**src/rtl/memmap_pkg.sv**
```systemverilog
package memmap_pkg;
  localparam int NUM_RGN = 3;
  localparam int NUM_SEL = 5;

  typedef enum logic [1:0] {
    RGN_REGS = 2'd0,
    RGN_RAM  = 2'd1,
    RGN_EE   = 2'd2,
    RGN_NONE = 2'd3
  } region_e;

  localparam int SEL_EXT  = 0;
  localparam int SEL_EE   = 1;
  localparam int SEL_RAM  = 2;
  localparam int SEL_REGS = 3;
  localparam int SEL_DBG  = 4;
endpackage

```
**src/rtl/memmap_base_bank.sv**
```systemverilog
module memmap_base_bank #(
  parameter int ADDR_W  = 16,
  parameter int REG_LG2 = 9,
  parameter int RAM_LG2 = 10,
  parameter int EE_LG2  = 12,
  parameter logic [ADDR_W-1:0] REG_DEF = 16'h0000,
  parameter logic [ADDR_W-1:0] RAM_DEF = 16'h0800,
  parameter logic [ADDR_W-1:0] EE_DEF  = 16'hF000
) (
  input  logic                   clk,
  input  logic                   rst,
  input  logic                   special_i,
  input  logic                   wr_en_i,
  input  logic [1:0]             wr_sel_i,
  input  logic [ADDR_W-1:0]      wr_data_i,
  output logic [2:0][ADDR_W-1:0] base_o
);
  import memmap_pkg::*;

  logic [NUM_RGN-1:0] acc;
  logic [NUM_RGN-1:0] lock_q;
  logic               pend_vld;
  logic [1:0]         pend_idx;
  logic [ADDR_W-1:0]  pend_data;

  // Single-entry staging: accepted write sits here one cycle before commit
  always_ff @(posedge clk) begin
    if (rst) begin
      pend_vld  <= 1'b0;
      pend_idx  <= 2'd0;
      pend_data <= '0;
    end else begin
      pend_vld  <= |acc;
      pend_idx  <= wr_sel_i;
      pend_data <= wr_data_i;
    end
  end

  for (genvar g = 0; g < NUM_RGN; g++) begin : g_rgn
    localparam int LG = (g == 0) ? REG_LG2 : (g == 1) ? RAM_LG2 : EE_LG2;
    localparam logic [ADDR_W-1:0] MASK = {ADDR_W{1'b1}} << LG;
    localparam logic [ADDR_W-1:0] DEF  = (g == 0) ? REG_DEF : (g == 1) ? RAM_DEF : EE_DEF;

    assign acc[g] = wr_en_i && (wr_sel_i == 2'(g)) && (special_i || !lock_q[g]);

    always_ff @(posedge clk) begin
      if (rst) begin
        base_o[g] <= DEF & MASK;
        lock_q[g] <= 1'b0;
      end else begin
        if (acc[g]) lock_q[g] <= 1'b1;
        if (pend_vld && pend_idx == 2'(g)) base_o[g] <= pend_data & MASK;
      end
    end

    // a locked base in normal mode must not enqueue a write
    assert_locked_ignored_R7: assert property (@(posedge clk) disable iff (rst)
      (wr_en_i && wr_sel_i == 2'(g) && lock_q[g] && !special_i)
        |=> !(pend_vld && pend_idx == 2'(g)));
    // a base only moves when a staged write for it commits
    assert_commit_via_stage_R6: assert property (@(posedge clk) disable iff (rst)
      !(pend_vld && pend_idx == 2'(g)) |=> $stable(base_o[g]));
    // special mode always stages a write to a real base
    assert_special_accepts_R8: assert property (@(posedge clk) disable iff (rst)
      (wr_en_i && wr_sel_i == 2'(g) && special_i)
        |=> (pend_vld && pend_idx == 2'(g)));
  end
endmodule

```
**src/rtl/memmap_region_match.sv**
```systemverilog
module memmap_region_match #(
  parameter int ADDR_W = 16,
  parameter int LG2    = 9
) (
  input  logic [ADDR_W-1:0] addr_i,
  input  logic [ADDR_W-1:0] base_i,
  output logic              hit_o
);
  localparam int TAG_W = ADDR_W - LG2;

  assign hit_o = (addr_i[ADDR_W-1:LG2] == base_i[ADDR_W-1:LG2]) && (TAG_W > 0);
endmodule

```
**src/rtl/memmap_resolve.sv**
```systemverilog
module memmap_resolve (
  input  logic       dbg_win_i,
  input  logic [2:0] hit_i,
  output logic [4:0] sel_o
);
  import memmap_pkg::*;

  always_comb begin
    sel_o = '0;
    if (dbg_win_i)           sel_o[SEL_DBG]  = 1'b1;
    else if (hit_i[RGN_REGS]) sel_o[SEL_REGS] = 1'b1;
    else if (hit_i[RGN_RAM])  sel_o[SEL_RAM]  = 1'b1;
    else if (hit_i[RGN_EE])   sel_o[SEL_EE]   = 1'b1;
    else                      sel_o[SEL_EXT]  = 1'b1;
  end
endmodule

```
**src/rtl/memmap_decoder.sv**
```systemverilog
module memmap_decoder #(
  parameter int ADDR_W   = 16,
  parameter int REG_LG2  = 9,
  parameter int RAM_LG2  = 10,
  parameter int EE_LG2   = 12,
  parameter int DBG_LG2  = 8,
  parameter int CTL_LAST = 6
) (
  input  logic              clk,
  input  logic              rst,
  input  logic              special_mode_i,
  input  logic              dbg_active_i,
  input  logic [15:0]       addr_i,
  input  logic              wr_en_i,
  input  logic [1:0]        wr_sel_i,
  input  logic [15:0]       wr_data_i,
  input  logic [1:0]        rd_sel_i,
  output logic [15:0]       rd_data_o,
  output logic [4:0]        sel_o,
  output logic              dbg_ctl_o
);
  import memmap_pkg::*;

  localparam int DBG_TAG_W = ADDR_W - DBG_LG2;

  logic [2:0][ADDR_W-1:0] base;
  logic [2:0]             hit;
  logic                   dbg_win;
  logic                   dbg_ctl;
  logic [4:0]             sel_d;

  memmap_base_bank #(
    .ADDR_W (ADDR_W),
    .REG_LG2(REG_LG2),
    .RAM_LG2(RAM_LG2),
    .EE_LG2 (EE_LG2)
  ) u_bank (
    .clk      (clk),
    .rst      (rst),
    .special_i(special_mode_i),
    .wr_en_i  (wr_en_i),
    .wr_sel_i (wr_sel_i),
    .wr_data_i(wr_data_i),
    .base_o   (base)
  );

  for (genvar g = 0; g < NUM_RGN; g++) begin : g_match
    localparam int LG = (g == 0) ? REG_LG2 : (g == 1) ? RAM_LG2 : EE_LG2;
    memmap_region_match #(.ADDR_W(ADDR_W), .LG2(LG)) u_match (
      .addr_i(addr_i),
      .base_i(base[g]),
      .hit_o (hit[g])
    );
  end

  assign dbg_win = dbg_active_i && (addr_i[ADDR_W-1:DBG_LG2] == {DBG_TAG_W{1'b1}});
  assign dbg_ctl = dbg_win && (addr_i[DBG_LG2-1:0] <= DBG_LG2'(CTL_LAST));

  memmap_resolve u_resolve (
    .dbg_win_i(dbg_win),
    .hit_i    (hit),
    .sel_o    (sel_d)
  );

  always_ff @(posedge clk) begin
    if (rst) begin
      sel_o     <= 5'b00001;
      dbg_ctl_o <= 1'b0;
      rd_data_o <= '0;
    end else begin
      sel_o     <= sel_d;
      dbg_ctl_o <= dbg_ctl;
      rd_data_o <= (rd_sel_i == RGN_NONE) ? '0 : base[rd_sel_i];
    end
  end

  assert_onehot_R2: assert property (@(posedge clk) disable iff (rst)
    $countones(sel_o) == 1);
  assert_regs_first_R3: assert property (@(posedge clk) disable iff (rst)
    (hit[RGN_REGS] && !dbg_win) |=> sel_o[SEL_REGS]);
  assert_ram_over_ee_R3: assert property (@(posedge clk) disable iff (rst)
    (hit[RGN_RAM] && hit[RGN_EE] && !hit[RGN_REGS] && !dbg_win) |=> sel_o[SEL_RAM]);
  assert_dbg_wins_R4: assert property (@(posedge clk) disable iff (rst)
    dbg_win |=> sel_o[SEL_DBG]);
  assert_no_dbg_ctl_R5: assert property (@(posedge clk) disable iff (rst)
    !dbg_active_i |=> !dbg_ctl_o && !sel_o[SEL_DBG]);
endmodule

```
**config.mk**
```make
export PLATFORM = sky130hd
export DESIGN_NAME = memmap_decoder
export DESIGN_NICKNAME = d
export VERILOG_FILES = /design/src/rtl/memmap_pkg.sv /design/src/rtl/memmap_base_bank.sv /design/src/rtl/memmap_region_match.sv /design/src/rtl/memmap_resolve.sv /design/src/rtl/memmap_decoder.sv
export SDC_FILE = /design/constraint.sdc
export NUM_CORES = 1
export LEC_CHECK = 0
export CORE_MARGIN = 1.5
export CORE_UTILIZATION = 40
export CTS_BUF_LIST = sky130_fd_sc_hd__clkbuf_4
export DETAILED_ROUTE_END_ITERATION = 8
export GPL_TIMING_DRIVEN = 0
export PLACE_DENSITY_LB_ADDON = 0.15
export SLEW_MARGIN = 40
export SYNTH_ARGS = -nofsm -noshare
export SYNTH_HDL_FRONTEND = slang
export SYNTH_SLANG_ARGS = --single-unit
```
**constraint.sdc**
```tcl
create_clock -name clk -period 3.15 [get_ports clk]
set_input_delay 0.63 -clock clk [delete_from_list [all_inputs] [get_ports clk]]
set_output_delay 0.63 -clock clk [all_outputs]
set_load 0.005 [all_outputs]
```
**After elaboration in Yosys (flattened, before gate mapping)**

Cells that the tools add are included.
Widths: inputs -> output; s select.

- Bits in registers: 61
- Bits of input ports: 41
- Output and inout bits: 22

- Reductions and logical operators: 24
- Multiplexer cells: 10
- Equal/unequal tests: 9
- Magnitude comparators: 2

Operators with widths:

| kind | count |
|---|---|
| $bmux 16 s2 | 1 |
| $mux 16 | 1 |
| $logic_and 1x1->1 | 11 |
| $eq 8x8->1 const B | 1 |
| $le 8x3->1 const B | 1 |
| $mux 1 | 8 |
| $eq 7x7->1 | 1 |
| $eq 2x2->1 const B | 3 |
| $eq 6x6->1 | 1 |
| $reduce_or 3->1 | 2 |
| $eq 2x1->1 const B | 2 |
| $eq 4x4->1 | 1 |
| $logic_not 2->1 | 2 |
| $reduce_or 2->1 | 2 |
| $reduce_or 4->1 | 1 |
| $logic_not 1->1 | 3 |
| $logic_or 1x1->1 | 3 |
| $lt 2x3->1 const B | 1 |

**Logic depth before layout (Yosys ltp)**

- Depth after elaboration: 5
- Mapped depth: 5
- Depth with buffers taken out: 4

**Hierarchy**

From an unflattened synthesis, not the netlist that was laid out.

- Cells, all modules: 272
- Area, all modules: 2508.7 um2

By module, submodules not included:

| module | times used | seq. area each (um2) | area each (um2) | cells each |
|---|---|---|---|---|
| memmap_base_bank | 1 | 600.6 | 1249.9 | 139 |
| memmap_decoder | 1 | 440.4 | 1011.0 | 106 |
| memmap_region_match (g_match[0].u_match) | 1 | 0.0 | 80.1 | 9 |
| memmap_region_match (g_match[1].u_match) | 1 | 0.0 | 68.8 | 8 |
| memmap_resolve | 1 | 0.0 | 51.3 | 5 |
| memmap_region_match (g_match[2].u_match) | 1 | 0.0 | 47.5 | 5 |

**Worst setup path after synthesis**

OpenSTA, ideal clock, no wires.

- Path type: input port to flip-flop
- From: in addr_i[15]
- To: reg sel_o[2]
- Slack: 1.670 ns
- Setup time: 0.116 ns
- Arrival: 1.364 ns
- Stages on the path: 4
- Cells stage by stage: xor2_1 -> nor4_2 -> nand4_1 -> and3b_1

- Longest elaborated chain between the ends: 3
- Elaborated cells between the ends (all ways): 6
- Classes of those cells: 3 x eq/ne; 1 x mux; 2 x reduce/logical

Ends and longest elaborated chain:

| element | RTL line | RTL |
|---|---|---|
| start: declaration | memmap_decoder.sv:13 | `input logic [15:0] addr_i,` |
| $eq 8x8->1 | memmap_decoder.sv:56 | `assign dbg_win = dbg_active_i && (addr_i[ADDR_W-1:DBG_LG2] == {DBG_TAG_W{1'b1}});` |
| $logic_and 1x1->1 | memmap_decoder.sv:56 |  |
| $reduce_or 3->1 (no source line) | - |  |
| end signal: assignment | memmap_decoder.sv:71 | `sel_o <= sel_d;` |
| end: declaration | memmap_decoder.sv:19 | `output logic [4:0] sel_o,` |

Parallel ways exist; a longest one is shown, timed or not.
A chain may end at the register's enable or synchronous reset.

**Worst setup path in the final report**

- From: in rst
- To: reg u_bank.base_o[9] (netlist name)

RTL lines:

| element | RTL line | RTL |
|---|---|---|
| start: declaration | memmap_decoder.sv:10 | `input logic rst,` |
| end signal: indexed assignment | memmap_base_bank.sv:48 | `base_o[g] <= DEF & MASK;` |
| end signal: indexed assignment | memmap_base_bank.sv:52 | `if (pend_vld && pend_idx == 2'(g)) base_o[g] <= pend_data & MASK;` |
| end: declaration | memmap_base_bank.sv:16 | `output logic [2:0][ADDR_W-1:0] base_o` |

No word-level cell between the ends.

==> results_dict.tcl <==
set metrics [dict create \
    outcome "completed" \
    highest_layer "met4" \
    worst-path-max-fanout 10 \
    cts_resized 0 \
    diodes 0 \
    clkTransAtPathRegs_ns 0.12 \
    p_int_mw 0.805 \
    fin_util_pct 54.7 \
    cts_tree "built" \
    hpwl_microns 2800 \
    drc 0 \
    pwr-share-comb_pct 12.1 \
    avgRoutedWirePerCell_microns 12.3 \
    grt_remaining_overflow 0 \
    insertion_delay_ns 0.35 \
    seq_power_share_pct 55.2 \
    synth_warnings 0 \
    grt_usage_pct 16.2 \
    rsz0062_at_grt "no" \
    grt_max_degree 13 \
    ys_ff_latch 43 \
    min_period_over_period_pct 57.5 \
    setup.worst_path.class "in2reg" \
    cts.htree.levels 2 \
    async_reset_ff_share_pct 0 \
    antenna_found_initial 0 \
    peakVddDrop_v 0.000325 \
    syn-cell-area_sq_um 1770 \
    core-area_sq_um 4320 \
    drv_slew 0 \
    r2r_cells 4 \
    syn_avg_cell_area_sq_um 9.44 \
    whs_path_depth 2 \
    nets 286 \
    min_from "u_bank.lock_q[0]" \
    worst_setup_path_end_kind "register" \
    finalWirelength_microns 3650 \
    ys_seq_area_share_pct 48.5 \
    reg2reg_from "u_bank.base_o[29]" \
    drive_gt1_share_pct 9.39 \
    hold_viol_final 0 \
    dieWidth_microns 69.6 \
    route.met3.wl_microns 253 \
    clock_sinks 43 \
    maxCapViolCount 0 \
    skew_ns 0.00460 \
    setup_violations 0 \
    vias 1421 \
    synth_edf_count 0 \
    io_buffers 42 \
    cts-root-buf "clkbuf_4" \
    grt_pass1_vias 1372 \
    fin_crit_ns 1.81 \
    n_fill_cell 422 \
    viasPerCell 4.78 \
    arrival_ns 2.06 \
    rr_endpoint "sel_o[0]" \
    cts_setup_buffers 0 \
    dr.pass1.iters 4 \
    ant_nets 0 \
    worst_slew_pin_slew_ns 0.536 \
    power-per-cell-area_nw_per_um2 437 \
    pwr-share-clk_pct 32.8 \
    p_total_mw 1.03 \
    ys_types 29 \
    numCtsBuffers 5 \
    syn_inst 188 \
    startpoint_type "input port" \
    clockBufferDepth 2 \
    worst-r2r-setup-slack_ns 1.85 \
    m1WireLength_microns 1600 \
    met2_length_microns 1720 \
    required_ns 3.39 \
    place_inst 290 \
    die_h_microns 69.6 \
    hold_class "reg2reg" \
    setup_tns_ns 0 \
    max-slew-margin-rel_pct 64.3 \
    gp_congestion 0.783 \
    final_cells 297 \
    post-route-cell-area_sq_um 2360 \
    area_delta_synth_final_pct 33.3 \
    grt_pass1_wl_microns 6070 \
    drt_iter0_drc 31 \
    p_sw_share_pct 22.1 \
    place_area_sq_um 2290 \
    start_util_pct 41.0 \
    p_leak_nw 0.944 \
    rows 24 \
    cts-hold-fix-buffers 0 \
    whs_endpoint "u_bank.lock_q[0]" \
    die_area_sq_um 4840 \
    power_switching_mw 0.228 \
    fmax_mhz 552 \
    ios 63 \
    synth_ff_type "dfxtp_1" \
]
-- routing by layer --
layer,vias up,track usage (%)
li1,728,-
met2,46,27.6
met4,0,6.54
met3,7,6.25
met1,640,18.2
met5,-,0
-- synth_stat cells, types with 2 or more instances --
| library cell | count | area, sq um |
|---|---|---|
| nor4_1 | 3 | 18.8 |
| dfxtp_1 | 43 | 861 |
| buf_2 | 4 | 20.0 |
| nor4_2 | 2 | 25.0 |
| inv_1 | 7 | 26.3 |
| nand3b_1 | 2 | 15.0 |
| nand4_1 | 2 | 12.5 |
| nor2_1 | 37 | 139 |
| nand3_1 | 3 | 15.0 |
| buf_4 | 9 | 67.6 |
| xnor2_1 | 5 | 43.8 |
| nor3b_1 | 2 | 15.0 |
| a211o_1 | 5 | 43.8 |
| a21oi_1 | 10 | 50.1 |
| nor4b_1 | 2 | 17.5 |
| nor3_1 | 3 | 15.0 |
| xor2_1 | 12 | 105 |
| a31oi_1 | 3 | 18.8 |
| clkbuf_1 | 4 | 15.0 |
| nor2b_1 | 8 | 50.1 |
| mux2i_1 | 14 | 140 |
-- worst max-delay path, cell delays in order --
cell and delay (ns):
clkdlybuf4s50_1 0.56, clkbuf_1 0.45, buf_2 0.33, nor2_1 0.08
-- placed cells by master (no fill, tap or decap), types with 3 or more instances in the layout --
| cell type | n |
|---|---|
| inv_1 | 7 |
| clkbuf_4 | 6 |
| nor2_1 | 37 |
| mux2i_1 | 14 |
| clkdlybuf4s50_1 | 42 |
| a211o_1 | 5 |
| conb_1 | 9 |
| xnor2_1 | 5 |
| dfxtp_1 | 43 |
| nand3_1 | 3 |
| buf_4 | 9 |
| nor2b_1 | 8 |
| nor3_1 | 3 |
| buf_2 | 4 |
| nor4_1 | 3 |
| xor2_1 | 12 |
| clkbuf_1 | 4 |
| a21oi_1 | 10 |
| a31oi_1 | 3 |
-- state kept, by name, indices dropped and copies added, names as in the netlist --
register,count
u_bank.base_o,17
rd_data_o,7
u_bank.pend_data,7
sel_o,5
u_bank.lock_q,3
u_bank.pend_idx,2
dbg_ctl_o,1
u_bank.pend_vld,1
-- how the worst max path moves through the flow --
stage,cells past startpoint,startpoint,endpoint,slack (ns)
global placement,4,rst,u_bank.lock_q[0],0.95
floorplan,4,addr_i[15],sel_o[2],1.67
finish,4,rst,u_bank.base_o[9],1.34
CTS,4,rst,u_bank.base_o[9],1.29
detailed placement,4,rst,u_bank.base_o[9],0.91
global route,4,rst,u_bank.base_o[29],1.22
-- logic make-up (layout without fill, tap and decap cells) --
| group | after synthesis | after routing | synth area share, % |
|---|---|---|---|
| compound gates | 19 | 19 | 6.84 |
| xor+xnor | 17 | 17 | 8.39 |
| buf+inv | 24 | 73 | 7.26 |
| flops | 43 | 43 | 48.5 |
| mux | 14 | 14 | 7.90 |
| other cells | 1 | 9 | 0.211 |
| simple gates | 70 | 70 | 20.9 |
-- through the flow --
step,worst slack [ns],hold slack [ns]
global route,1.22,0.507
detailed placement,0.913,0.459
finish,1.34,0.479
floorplan,1.67,0.429
CTS,1.29,0.487
global placement,0.948,0.448
-- power groups by stage --
stage	clock, mW	combinational [mW]	sequential (mW)
detailed placement	0	0.125	0.583
CTS	0.348	0.126	0.570
global route	0.377	0.137	0.572
global placement	0	0.125	0.582
floorplan	0	0.0626	0.581
finish	0.338	0.124	0.570
-- area by class of cell --
cell class                      count  area [sq um]  share of cell area (%)
Sequential cell                    43           861                    36.4
Inverter                            7          26.3                    1.11
Clock inverter                      1          30.0                    1.27
Buffer                             17           103                    4.34
Tap cell                           52          65.1                    2.75
Timing Repair Buffer               42           420                    17.8
Clock buffer                        6          45.0                    1.90
Multi-Input combinational cell    129           815                    34.4
(Power assumes the default switching activity.)
